[src/rtl/discin_pkg.sv]
package discin_pkg;
  localparam int THR_W = 16;
  localparam logic [6:0] ADR_CTRL  = 7'h02;
  localparam logic [6:0] ADR_MODE  = 7'h04;
  localparam logic [6:0] ADR_GTHR  = 7'h3A;
  localparam logic [6:0] ADR_STHR  = 7'h3C;
  localparam logic [6:0] ADR_WORD  = 7'h78;
  localparam int         SLICE_BASE = 16;

  // address of the k-th byte-wide channel slice
  function automatic logic [6:0] slice_addr(input int k);
    return 7'(SLICE_BASE + 2 * k);
  endfunction

  // place an nbytes-wide value at the top of a 32-bit shift word
  function automatic logic [31:0] left_align(input logic [31:0] v, input int nbytes);
    return v << (8 * (4 - nbytes));
  endfunction
endpackage

[src/rtl/discin_spi_front.sv]
module discin_spi_front (
  input  logic        clk,
  input  logic        rst_n,
  input  logic        sclk,
  input  logic        cs_n,
  input  logic        mosi,
  input  logic [31:0] rd_word,
  output logic        miso,
  output logic        byte_valid,
  output logic [7:0]  byte_data,
  output logic [2:0]  byte_idx
);
  logic [1:0] sclk_sy, cs_sy, mosi_sy;
  logic       sclk_d;
  logic       sclk_s, cs_s, mosi_s;
  logic       sclk_rise, sclk_fall;
  logic [2:0] bit_cnt;
  logic [6:0] sh_in;
  logic [31:0] out_sh;
  logic       miso_q;

  assign sclk_s = sclk_sy[1];
  assign cs_s   = cs_sy[1];
  assign mosi_s = mosi_sy[1];
  assign sclk_rise = ~cs_s & sclk_s & ~sclk_d;
  assign sclk_fall = ~cs_s & ~sclk_s & sclk_d;

  assign byte_valid = sclk_rise && (bit_cnt == 3'd7);
  assign byte_data  = {sh_in, mosi_s};
  assign miso       = miso_q;

  always_ff @(posedge clk or negedge rst_n) begin
    if (!rst_n) begin
      sclk_sy <= 2'b00;
      cs_sy   <= 2'b11;
      mosi_sy <= 2'b00;
      sclk_d  <= 1'b0;
    end else begin
      sclk_sy <= {sclk_sy[0], sclk};
      cs_sy   <= {cs_sy[0], cs_n};
      mosi_sy <= {mosi_sy[0], mosi};
      sclk_d  <= sclk_s;
    end
  end

  always_ff @(posedge clk or negedge rst_n) begin
    if (!rst_n) begin
      bit_cnt  <= '0;
      byte_idx <= '0;
      sh_in    <= '0;
      out_sh   <= '0;
      miso_q   <= 1'b0;
    end else if (cs_s) begin
      bit_cnt  <= '0;
      byte_idx <= '0;
      out_sh   <= '0;
      miso_q   <= 1'b0;
    end else begin
      if (sclk_rise) begin
        sh_in   <= {sh_in[5:0], mosi_s};
        bit_cnt <= bit_cnt + 3'd1;
        if (byte_valid) begin
          if (byte_idx != 3'd7) byte_idx <= byte_idx + 3'd1;
          if (byte_idx == 3'd0 && byte_data[7]) out_sh <= rd_word;
        end
      end
      if (sclk_fall) begin
        miso_q <= out_sh[31];
        out_sh <= {out_sh[30:0], 1'b0};
      end
    end
  end


  miso_fall_only_chk: assert property (@(posedge clk) disable iff (!rst_n)
    !$stable(miso_q) |-> ($past(sclk_fall) || $past(cs_s)));


  idx_clear_on_deselect_chk: assert property (@(posedge clk) disable iff (!rst_n)
    $past(cs_s) |-> (byte_idx == 3'd0 && bit_cnt == 3'd0));
endmodule

[src/rtl/discin_regfile.sv]
module discin_regfile
  import discin_pkg::*;
#(
  parameter int              NUM_CH      = 32,
  parameter logic [THR_W-1:0] THR_DEFAULT = 16'h0206,
  localparam int             BANKS       = NUM_CH / 8
) (
  input  logic              clk,
  input  logic              rst_n,
  input  logic              byte_valid,
  input  logic [7:0]        byte_data,
  input  logic [2:0]        byte_idx,
  input  logic [NUM_CH-1:0] chan_in,
  output logic [31:0]       rd_word,
  output logic              test_mode,
  output logic [BANKS-1:0]  bank_mode,
  output logic [THR_W-1:0]  gnd_thr,
  output logic [THR_W-1:0]  sup_thr
);
  logic [7:0]        cmd_q;
  logic [1:0]        ctrl_q;
  logic [BANKS-1:0]  mode_q;
  logic [THR_W-1:0]  gthr_q, sthr_q;
  logic [7:0]        thr_hi_q;
  logic [NUM_CH-1:0] ch_m, ch_s;
  logic              srst, is_wr;
  logic [6:0]        addr_q, rd_addr;
  logic              ctrl_commit, mode_commit, hi_load, gthr_commit, sthr_commit;

  assign srst   = ctrl_q[1];
  assign is_wr  = ~cmd_q[7];
  assign addr_q = cmd_q[6:0];
  assign rd_addr = byte_data[6:0];

  assign ctrl_commit = byte_valid && byte_idx == 3'd1 && is_wr && addr_q == ADR_CTRL;
  assign mode_commit = byte_valid && byte_idx == 3'd1 && is_wr && addr_q == ADR_MODE;
  assign hi_load     = byte_valid && byte_idx == 3'd1 && is_wr &&
                       (addr_q == ADR_GTHR || addr_q == ADR_STHR);
  assign gthr_commit = byte_valid && byte_idx == 3'd2 && is_wr && addr_q == ADR_GTHR;
  assign sthr_commit = byte_valid && byte_idx == 3'd2 && is_wr && addr_q == ADR_STHR;

  always_ff @(posedge clk or negedge rst_n) begin
    if (!rst_n) begin
      ch_m <= '0;
      ch_s <= '0;
    end else begin
      ch_m <= chan_in;
      ch_s <= ch_m;
    end
  end

  always_ff @(posedge clk or negedge rst_n) begin
    if (!rst_n) begin
      cmd_q  <= '0;
      ctrl_q <= '0;
    end else begin
      if (byte_valid && byte_idx == 3'd0) cmd_q <= byte_data;
      if (ctrl_commit) ctrl_q <= byte_data[1:0];
    end
  end

  always_ff @(posedge clk or negedge rst_n) begin
    if (!rst_n) begin
      mode_q   <= '0;
      gthr_q   <= THR_DEFAULT;
      sthr_q   <= THR_DEFAULT;
      thr_hi_q <= '0;
    end else if (srst) begin
      mode_q   <= '0;
      gthr_q   <= THR_DEFAULT;
      sthr_q   <= THR_DEFAULT;
      thr_hi_q <= '0;
    end else begin
      if (mode_commit) mode_q <= byte_data[BANKS-1:0];
      if (hi_load)     thr_hi_q <= byte_data;
      if (gthr_commit) gthr_q <= {thr_hi_q, byte_data};
      if (sthr_commit) sthr_q <= {thr_hi_q, byte_data};
    end
  end

  always_comb begin
    rd_word = '0;
    case (rd_addr)
      ADR_CTRL: rd_word = left_align(32'(ctrl_q), 1);
      ADR_MODE: rd_word = left_align(32'(mode_q), 1);
      ADR_GTHR: rd_word = left_align(32'(gthr_q), 2);
      ADR_STHR: rd_word = left_align(32'(sthr_q), 2);
      ADR_WORD: rd_word = 32'(ch_s);
      default:  rd_word = '0;
    endcase
    for (int k = 0; k < BANKS; k++) begin
      if (rd_addr == slice_addr(k)) rd_word = left_align(32'(ch_s[8*k +: 8]), 1);
    end
  end

  assign test_mode = ctrl_q[0] & ~srst;
  assign bank_mode = mode_q;
  assign gnd_thr   = gthr_q;
  assign sup_thr   = sthr_q;


  ctrl_write_only_chk: assert property (@(posedge clk) disable iff (!rst_n)
    !$stable(ctrl_q) |-> $past(ctrl_commit));


  mode_write_only_chk: assert property (@(posedge clk) disable iff (!rst_n)
    !$stable(mode_q) |-> ($past(mode_commit) || $past(srst)));


  gthr_write_only_chk: assert property (@(posedge clk) disable iff (!rst_n)
    !$stable(gthr_q) |-> ($past(gthr_commit) || $past(srst)));


  sthr_write_only_chk: assert property (@(posedge clk) disable iff (!rst_n)
    !$stable(sthr_q) |-> ($past(sthr_commit) || $past(srst)));


  srst_clears_mode_chk: assert property (@(posedge clk) disable iff (!rst_n)
    srst |=> (mode_q == '0 && gthr_q == THR_DEFAULT && sthr_q == THR_DEFAULT));
endmodule

[src/rtl/discin_spi_regs.sv]
module discin_spi_regs
  import discin_pkg::*;
#(
  parameter int               NUM_CH      = 32,
  parameter logic [THR_W-1:0] THR_DEFAULT = 16'h0206,
  localparam int              BANKS       = NUM_CH / 8
) (
  input  logic              clk,
  input  logic              rst_n,
  input  logic              spi_sclk,
  input  logic              spi_cs_n,
  input  logic              spi_mosi,
  output logic              spi_miso,
  input  logic [NUM_CH-1:0] chan_state,
  output logic              test_mode,
  output logic [BANKS-1:0]  bank_mode,
  output logic [THR_W-1:0]  gnd_thr,
  output logic [THR_W-1:0]  sup_thr
);
  logic        byte_valid;
  logic [7:0]  byte_data;
  logic [2:0]  byte_idx;
  logic [31:0] rd_word;

  discin_spi_front u_front (
    .clk        (clk),
    .rst_n      (rst_n),
    .sclk       (spi_sclk),
    .cs_n       (spi_cs_n),
    .mosi       (spi_mosi),
    .rd_word    (rd_word),
    .miso       (spi_miso),
    .byte_valid (byte_valid),
    .byte_data  (byte_data),
    .byte_idx   (byte_idx)
  );

  discin_regfile #(
    .NUM_CH      (NUM_CH),
    .THR_DEFAULT (THR_DEFAULT)
  ) u_regs (
    .clk        (clk),
    .rst_n      (rst_n),
    .byte_valid (byte_valid),
    .byte_data  (byte_data),
    .byte_idx   (byte_idx),
    .chan_in    (chan_state),
    .rd_word    (rd_word),
    .test_mode  (test_mode),
    .bank_mode  (bank_mode),
    .gnd_thr    (gnd_thr),
    .sup_thr    (sup_thr)
  );
endmodule

[config.mk]
export PLATFORM = sky130hd
export DESIGN_NAME = discin_spi_regs
export DESIGN_NICKNAME = d
export VERILOG_FILES = /design/src/rtl/discin_pkg.sv /design/src/rtl/discin_spi_front.sv /design/src/rtl/discin_regfile.sv /design/src/rtl/discin_spi_regs.sv
export SDC_FILE = /design/constraint.sdc
export NUM_CORES = 1
export LEC_CHECK = 0
export BUFFER_PORTS_ARGS = -buffer_cell sky130_fd_sc_hd__buf_4
export CAP_MARGIN = 10
export CORE_UTILIZATION = 30
export DETAILED_ROUTE_END_ITERATION = 10
export PLACE_DENSITY = 0.58
export SETUP_SLACK_MARGIN = 0.15
export SYNTH_ARGS = -nofsm -noshare
export SYNTH_HDL_FRONTEND = slang
export SYNTH_SLANG_ARGS = --single-unit
[constraint.sdc]
create_clock -name clk -period 1.9 [get_ports clk]
set_input_delay 0.285 -clock clk [delete_from_list [all_inputs] [get_ports clk]]
set_output_delay 0.285 -clock clk [all_outputs]
set_load 0.005 [all_outputs]
==> results of run 1 <==
-- logic make-up (layout without fill, tap and decap cells) --
kind of cell               count (synthesis)  after routing
and+or+nand+nor                          172            172
DFF                                      171            171
AOI/OAI and AO/OA                        153            153
buffers and inverters                     54            231
muxes                                     49             49
adders and majority gates                  7              7
xor gates and xnor gates                   3              3
-- cells in the final DEF (no fill, tap or decap), types with 9 or more instances in the layout --
master and n:
buf_4 130, a22o_1 27, mux2_2 17, mux2i_1 30, buf_6 11, dfrtp_1 157
nor2_1 51, nor2b_1 10, buf_12 9, a21o_1 15, nand2_1 45, a21oi_1 48
clkbuf_16 18, and3_1 10, a22oi_1 10, dlygate4sd3_1 36
-- worst max path at each step --
stage                                                end  slack, ns  depth (start not counted)                            from
after floorplan           u_regs.sup_thr[11]$_DFFE_PN0P_     -0.009                          9  u_front.bit_cnt[0]$_DFFE_PN0P_
after global placement     u_regs.sup_thr[7]$_DFFE_PN0P_      -0.13                          8  u_front.bit_cnt[1]$_DFFE_PN0P_
after detailed placement   u_regs.sup_thr[6]$_DFFE_PN0P_      -0.19                          8  u_front.bit_cnt[0]$_DFFE_PN0P_
after CTS                  u_regs.gnd_thr[9]$_DFFE_PN1P_      -0.12                          9  u_front.bit_cnt[0]$_DFFE_PN0P_
after global routing       u_regs.gnd_thr[9]$_DFFE_PN1P_      -0.28                          9  u_front.bit_cnt[1]$_DFFE_PN0P_
final                     u_front.out_sh[12]$_DFFE_PN0P_      -0.14                         11  u_front.bit_cnt[1]$_DFFE_PN0P_
-- sequential cells by signal, indices dropped and copies added (netlist names), 2 cells and up --
signal / flops
u_front.cs_sy: 2
u_front.sh_in: 7
u_regs.cmd_q: 8
u_regs.ch_s: 32
u_regs.thr_hi_q: 8
u_front.bit_cnt: 3
u_front.out_sh: 32
u_regs.ch_m: 32
u_regs.bank_mode: 4
u_regs.gnd_thr: 16
u_front.sclk_sy: 2
u_front.mosi_sy: 2
u_front.byte_idx: 3
u_regs.ctrl_q: 2
u_regs.sup_thr: 16
-- cell usage after synthesis (all sizes together), types with 10 or more instances --
| cell type | n | area [um^2] |
|---|---|---|
| nor2 | 55 | 209 |
| mux2i | 31 | 310 |
| a21oi | 51 | 255 |
| and3 | 11 | 73.8 |
| a22o | 27 | 236 |
| a22oi | 10 | 75.1 |
| o22ai | 10 | 113 |
| a21o | 15 | 113 |
| nor3 | 12 | 93.8 |
| clkbuf | 22 | 82.6 |
| mux2 | 18 | 203 |
| buf | 24 | 168 |
| nand2 | 48 | 180 |
| dfrtp | 163 | 4080 |
| nor2b | 16 | 103 |
-- repair_timing --
item	CTS	global route
gates cloned	2	1
hold buffers	36	0
buffers inserted	19	5
gates resized for setup	45	21
pin swaps	17	16
setup endpoints to repair	78	84
endpoints found under the hold margin	79	0
-- worst register-to-register path: stages, from the launching register on --
cell and delay [ns]:
dfrtp_1 0.36, ha_2 0.19, ha_4 0.13, buf_4 0.10, nor2b_4 0.13, and3_4 0.23
nor3_4 0.06, buf_12 0.15, buf_16 0.13, buf_4 0.14, a22o_1 0.18, a21o_1 0.15
-- where the power goes --
| group | leakage, uW | internal, uW | total, uW | switching [uW] |
|---|---|---|---|---|
| Sequential | 0.00218 | 3790 | 3980 | 187 |
| Clock | 0.000283 | 2140 | 3550 | 1410 |
| Combinational | 0.00215 | 730 | 1540 | 808 |
-- area by class of cell --
cell class	count	share of cell area
clock inverter	10	0.0143
sequential	171	0.430
inverter	8	0.00301
timing repair buffer	191	0.173
tap	319	0.0400
multi-input combinational	384	0.293
clock buffer	22	0.0465
-- layer usage --
| metal | global-route usage | vias up | wire length (um) |
|---|---|---|---|
| li1 | - | 2505 | - |
| met1 | 0.238 | 2769 | 9250 |
| met2 | 0.267 | 182 | 9530 |
| met3 | 0.0358 | 27 | 1020 |
| met4 | 0.0633 | 0 | 344 |
| met5 | 0 | - | 0 |
-- metrics by stage --
| step | setup TNS (ns) | util | std cells | hold slack, ns |
|---|---|---|---|---|
| finish | -5.38 | 0.423 | 1105 | 0.345 |
| floorplan | -0.0874 | - | 609 | -0.0106 |
| CTS | -4.43 | 0.415 | 1099 | 0.348 |
| global route | -15.26 | 0.423 | 1105 | 0.350 |
| detailed placement | -4.22 | 0.359 | 1010 | 0.254 |
| global placement | -2.31 | 0.359 | 1010 | 0.256 |
==> key figures, run 1 <==
STA
  – Final hold violation count: 0
  – Tcrit/Tclk final: 1.08
  – Slew Viols, Final: 0
  – Top achievable clock speed: around 490 MHz
  – RSZ-0062 raised after global routing: true
  – Final setup viols: 76
  – Worst-Margin Slew: 0.456 ns
  – Clk_skew: 0.00937 ns
  – Final min period: 2.04 ns
  – Setup slack after layout: -0.143 ns
  – Relative max-transition margin: 0.696

Clocking
  – Clk slew on worst S/H paths: roughly 0.060 ns
  – CTS Buffer Depth: 2
  – Clk sinks: around 170
  – CTS tree: done
  – H-tree levels: 4
  – TritonCTS buffer count: 17
  – Clk root buf: clkbuf_16
  – Worst-skew pair later-pin latency: 0.43 ns

Worst setup path
  – CP Capture Type: flop
  – Reg-to-Reg End: u_front.out_sh[12]$_DFFE_PN0P_
  – R2r setup slk: -0.14 ns
  – Slowest cell on the critical path: dfrtp_1
  – Setup crit start kind: flop
  – Worst-path maximum fanout: 4
  – Worst R2R Start: u_front.bit_cnt[1]$_DFFE_PN0P_
  – Worst Path Arrival: 2.36 ns
  – Cell mode on critical path: buf_4
  – Top delay family on crit path: buffers and inverters
  – Critical-path cell list: ha_2, ha_4, buf_4, nor2b_4, and3_4, nor3_4, buf_12, buf_16, buf_4, a22o_1, a21o_1
  – Crit-path max cell delay: 0.36 ns
  – Worst path bufs/invs: 4
  – Worst path required time: around 2.2 ns
  – CP Class: reg -> reg
  – R2R depth: 11

Yosys
  – Mapped Cells: ~600
  – Dominant combinational cell family by area after synthesis: compound AO/OA/AOI/OAI gates
  – Synthesized area: a little over 0.007 mm^2
  – Post-synthesis sequential area ratio: 0.591
  – Main synth FF type: dfrtp_1
  – Async S/R FF share, synth: 1.00
  – Synth Area in Simple Gates: 0.130
  – Compound-gate portion of the synthesized area: 0.154
  – Synth Area in Adders: 0.0121
  – Synthesized flop and latch total: around 170
  – Synth warn: 0
  – Distinct cells, synth: just over 60
  – Mux contribution to synthesized area: 0.0707
  – Post-synth EDFFs: 0
  – Synthesized Nets: approximately 650
  – Synth Area in XOR/XNOR: 0.00362
  – Mean Syn Cell Area: 11.9 um^2

Place
  – Pre-CTS setup slack: -0.191 ns
  – Post-DP HPWL: 13,500 um
  – PortBufs: 74
  – Dpl cell area: 0.00849 mm^2
  – Placer Congestion: 0.837

Routing
  – Number of remaining DRC errors: 0
  – Antenna Nets Post-Route: 0
  – Drt first pass iters: 5
  – Routed via count: between 5,000 and 6,000
  – Vias per cell: 4.96
  – First DRT Iteration DRCs: 350
  – DR WL/cell: 18.2 um
  – Wire length after detailed routing: 20,100 um

Final layout
  – Sequential cell area: 0.00430 mm^2
  – Layout cells sized above 1: 0.347
  – Area of the multi-input gates: between 0.002 and 0.003 mm^2
  – Area growth syn-to-layout: 37.7%
  – Design area: 0.00999 mm^2
  – Diode count: 0
  – Fillers: 2,280
  – Final net count: 817

Global route
  – GRT overflow: 0
  – Vias in the first global route: 5,558
  – Gr usage total: 0.173
  – Largest net degree at the start of global routing: 50
  – Number of antenna violations at the first check in global routing: 0
  – First-pass GRT wire length: 31,800 um

Floorplan
  – Core footprint: 0.0236 mm^2
  – Core Rows: 56
  – Die Wd: 158 um
  – Initial Util: 0.307
  – Io pins: 75
  – Die Area: 0.0248 mm^2
  – Die Height: approximately 160 um

Power
  – Power Total: 9060 uW
  – Pwr/cell area: 907 mW/mm^2
  – Worst vdd ir: 0.000689 V
  – Pleak: 0.00462 uW

Status
  – Status: complete, but fails checks
  – Failing checks: negative setup slack

Min path
  – Hold Startpoint: u_regs.ch_m[18]$_DFF_PN0_
  – Worst hold path cell count: 0
  – Class of the worst hold path: reg -> reg
  – Hold EP: u_regs.ch_s[18]$_DFF_PN0_

Job
  – Max Cap Viol: 0
Note: power is estimated with default switching activity, not from simulation.
==> run 2, diff against run 1 <==
--- a/config.mk
+++ b/config.mk
@@ -8,9 +8,11 @@
 export BUFFER_PORTS_ARGS = -buffer_cell sky130_fd_sc_hd__buf_4
 export CAP_MARGIN = 10
 export CORE_UTILIZATION = 30
+export CTS_BUF_LIST = sky130_fd_sc_hd__clkbuf_16
 export DETAILED_ROUTE_END_ITERATION = 10
 export PLACE_DENSITY = 0.58
 export SETUP_SLACK_MARGIN = 0.15
+export SKIP_LAST_GASP = 1
 export SYNTH_ARGS = -nofsm -noshare
 export SYNTH_HDL_FRONTEND = slang
 export SYNTH_SLANG_ARGS = --single-unit
==> run 2 against run 1 <==
  * The flow still finishes with violations (negative setup slack)
  * Clock skew shrank 0.00074 ns
  * Sequential power hardly changed
  * Final cell count is 0.18% lower
  * Die area is the same
  * First-iteration DRC count up 2.3%
  * Clock power fell by 3%
  * Combinational power about the same
  * Fmax up 0.31%
  * Critical path depth down 3
  * Total power down 1.5%
  * Critical endpoint is now u_regs.sup_thr[3]$_DFFE_PN0P_
  * Largest power group unchanged
==> key figures, run 2 (synthesized netlist as in run 1, its figures left out) <==
Worst setup path
  – Worst-path maximum fanout: 6 (+2)
  – Worst path required time: 2.19 ns (-0.03 ns)
  – Setup crit start kind: flop
  – Worst Setup SP: u_front.bit_cnt[1]$_DFFE_PN0P_
  – CP Capture Type: flop
  – Worst R2R Start: u_front.bit_cnt[1]$_DFFE_PN0P_
  – Worst Path Arrival: 2.33 ns (-0.03 ns)
  – CP Class: reg -> reg

STA
  – Final setup viols: 76 (unchanged)
  – Clk_skew: 0.00863 ns (-0.000742 ns)
  – Final min period: 2.04 ns (-0.00622 ns)
  – Tcrit/Tclk final: 1.07 (-0.00327)
  – Slew Viols, Final: 0 (unchanged)
  – Setup slack after layout: -0.137 ns (+0.00621 ns)
  – Final hold violation count: 0 (unchanged)
  – RSZ-0062 raised after global routing: true
  – Relative max-transition margin: 0.700 (+0.00373)
  – Top achievable clock speed: 491 MHz (+0.31%)
  – Worst-Margin Slew: 0.450 ns (-0.00559 ns)

Clocking
  – CTS tree: done
  – Worst-skew pair later-pin latency: 0.42 ns (about the same)
  – CTS Buffer Depth: 2 (unchanged)
  – TritonCTS buffer count: 17 (unchanged)
  – Clk sinks: 171 (unchanged)
  – H-tree levels: 4 (unchanged)
  – Clk slew on worst S/H paths: 0.06 ns (about the same)
  – Clk root buf: clkbuf_16

Routing
  – Antenna Nets Post-Route: 0 (unchanged)
  – Routed via count: 5,432 (-0.93%)
  – First DRT Iteration DRCs: 358 (+2.3%)
  – Vias per cell: 4.92 (-0.75%)
  – Wire length after detailed routing: 19,900 um (-0.99%)
  – Number of remaining DRC errors: 0 (unchanged)
  – Drt first pass iters: 5 (unchanged)
  – DR WL/cell: 18.1 um (-0.81%)

Min path
  – Class of the worst hold path: reg -> reg
  – Hold Startpoint: u_regs.ch_m[18]$_DFF_PN0_

Place
  – Post-DP HPWL: 13,500 um (unchanged)
  – Placed cell count: 1,010 (unchanged)
  – PortBufs: 74 (unchanged)
  – Pre-CTS setup slack: -0.191 ns (unchanged)
  – Placer Congestion: 0.837 (unchanged)

Final layout
  – Most frequent cells in the layout: dfrtp_1, buf_4, nor2_1
  – Final non-filler cell total: 1,103 (-0.18%)
  – Final net count: 815 (-0.24%)
  – Diode count: 0 (unchanged)
  – Largest regs: u_front.out_sh: 32 flops, u_regs.ch_m: 32 flops, u_regs.ch_s: 32 flops
  – Layout cells sized above 1: 0.341 (-0.00677)
  – Fillers: 2,281 (+0.044%)
  – Area of the multi-input gates: 0.00292 mm^2 (-0.47%)
  – Commonest non-fill, non-tap cell in the layout: dfrtp_1
  – Layout Utilization: 0.420 (-0.00350)
  – Sequential cell area: 0.00430 mm^2 (unchanged)
  – Area growth syn-to-layout: 36.5%

Global route
  – M2 GR Usage: 0.267 (unchanged)
  – Vias in the first global route: 5,542 (-0.29%)
  – First-pass GRT wire length: 31,800 um (unchanged)
  – Most used routing layer: met2
  – GRT overflow: 0 (unchanged)
  – Met3 Use GR: 0.0363 (+0.000551)
  – Gr usage total: 0.173 (-0.000240)
  – Number of antenna violations at the first check in global routing: 0 (unchanged)
  – Largest net degree at the start of global routing: 50 (unchanged)
  – M1 GR Usage: 0.238 (about the same)

Status
  – Failing checks: negative setup slack
  – Status: complete, but fails checks

Job
  – Max Cap Viol: 0 (unchanged)

Floorplan
  – Die Area: 0.0248 mm^2 (unchanged)
  – Core Rows: 56 (unchanged)
  – Io pins: 75 (unchanged)
  – Initial Util: 0.307 (unchanged)
  – Die Height: 158 um (unchanged)
  – Die Wd: 158 um (unchanged)
  – Core footprint: 0.0236 mm^2 (unchanged)

Power
  – Pleak: 0.00459 uW (-0.53%)
  – Pwr/cell area: 901 mW/mm^2 (-0.66%)
  – Worst vdd ir: 0.000703 V (+2.1%)
run 2: cell count changes in the layout (fill, tap and decap cells not counted), sizes merged:
cell    before  now
clkbuf      23   17
inv          8   11
buf        154  153
clkinv       3    5
run 2: path summary, 6_finish.rpt:
path / to / slack (ns) / cells past startpoint
setup / recovery: u_regs.sup_thr[3]$_DFFE_PN0P_ / -0.14 / 8
hold reg to reg: u_regs.ch_s[18]$_DFF_PN0_ / 0.35 / 0
min in group asynchronous: u_regs.ch_m[6]$_DFF_PN0_ / 0.36 / 2
setup reg to reg: u_regs.sup_thr[3]$_DFFE_PN0P_ / -0.14 / 8
max in group asynchronous: u_regs.gnd_thr[9]$_DFFE_PN1P_ / 0.85 / 3
hold / removal: u_regs.ch_s[18]$_DFF_PN0_ / 0.35 / 0
run 2: layout make-up:
cell class                      count  share of cell area
Sequential cell                   171               0.434
Clock buffer                       17              0.0429
Multi-Input combinational cell    384               0.294
Inverter                            8             0.00303
Clock inverter                     15              0.0163
Timing Repair Buffer              189               0.169
Tap cell                          319              0.0403
run 2: what timing repair did:
item | CTS | global route
pin swaps | 17 | 16
hold buffers | 36 | 0
setup buffers | 19 | 4
endpoints found under the hold margin | 79 | 0
endpoints found under the setup margin | 78 | 86
cloned | 2 | 0
gates resized for setup | 39 | 23
run 2: metal layers:
metal | wire length (um) | vias to the layer above
met5 | 0 | -
met4 | 334 | 0
met3 | 1060 | 24
met2 | 9400 | 169
met1 | 9140 | 2740
li1 | - | 2499
run 2: report_power, final:
group	switching (uW)	internal, uW	leakage, uW
Clock	1390	2040	0.000284
Sequential	186	3790	0.00218
Combinational	800	719	0.00213
Total	2380	6550	0.00459
run 2: per-stage QoR:
stage / TNS [ns] / hold WS [ns] / instance area [um^2] / total power, uW
floorplan: -0.0874 / -0.0106 / 7300 / 4710
global placement: -2.31 / 0.256 / 8490 / 5290
detailed placement: -4.22 / 0.254 / 8490 / 5290
CTS: -4.64 / 0.348 / 9760 / 8970
global route: -15.09 / 0.349 / 9910 / 9310
finish: -5.03 / 0.345 / 9910 / 8930
run 2: critical path: stages, from the launching register on:
cell and delay (ns):
dfrtp_1 0.36, ha_2 0.19, ha_4 0.13, nor4b_4 0.25, nand4_2 0.21, nor3b_4 0.31, buf_6 0.18, mux2i_1 0.22
nor2_1 0.05
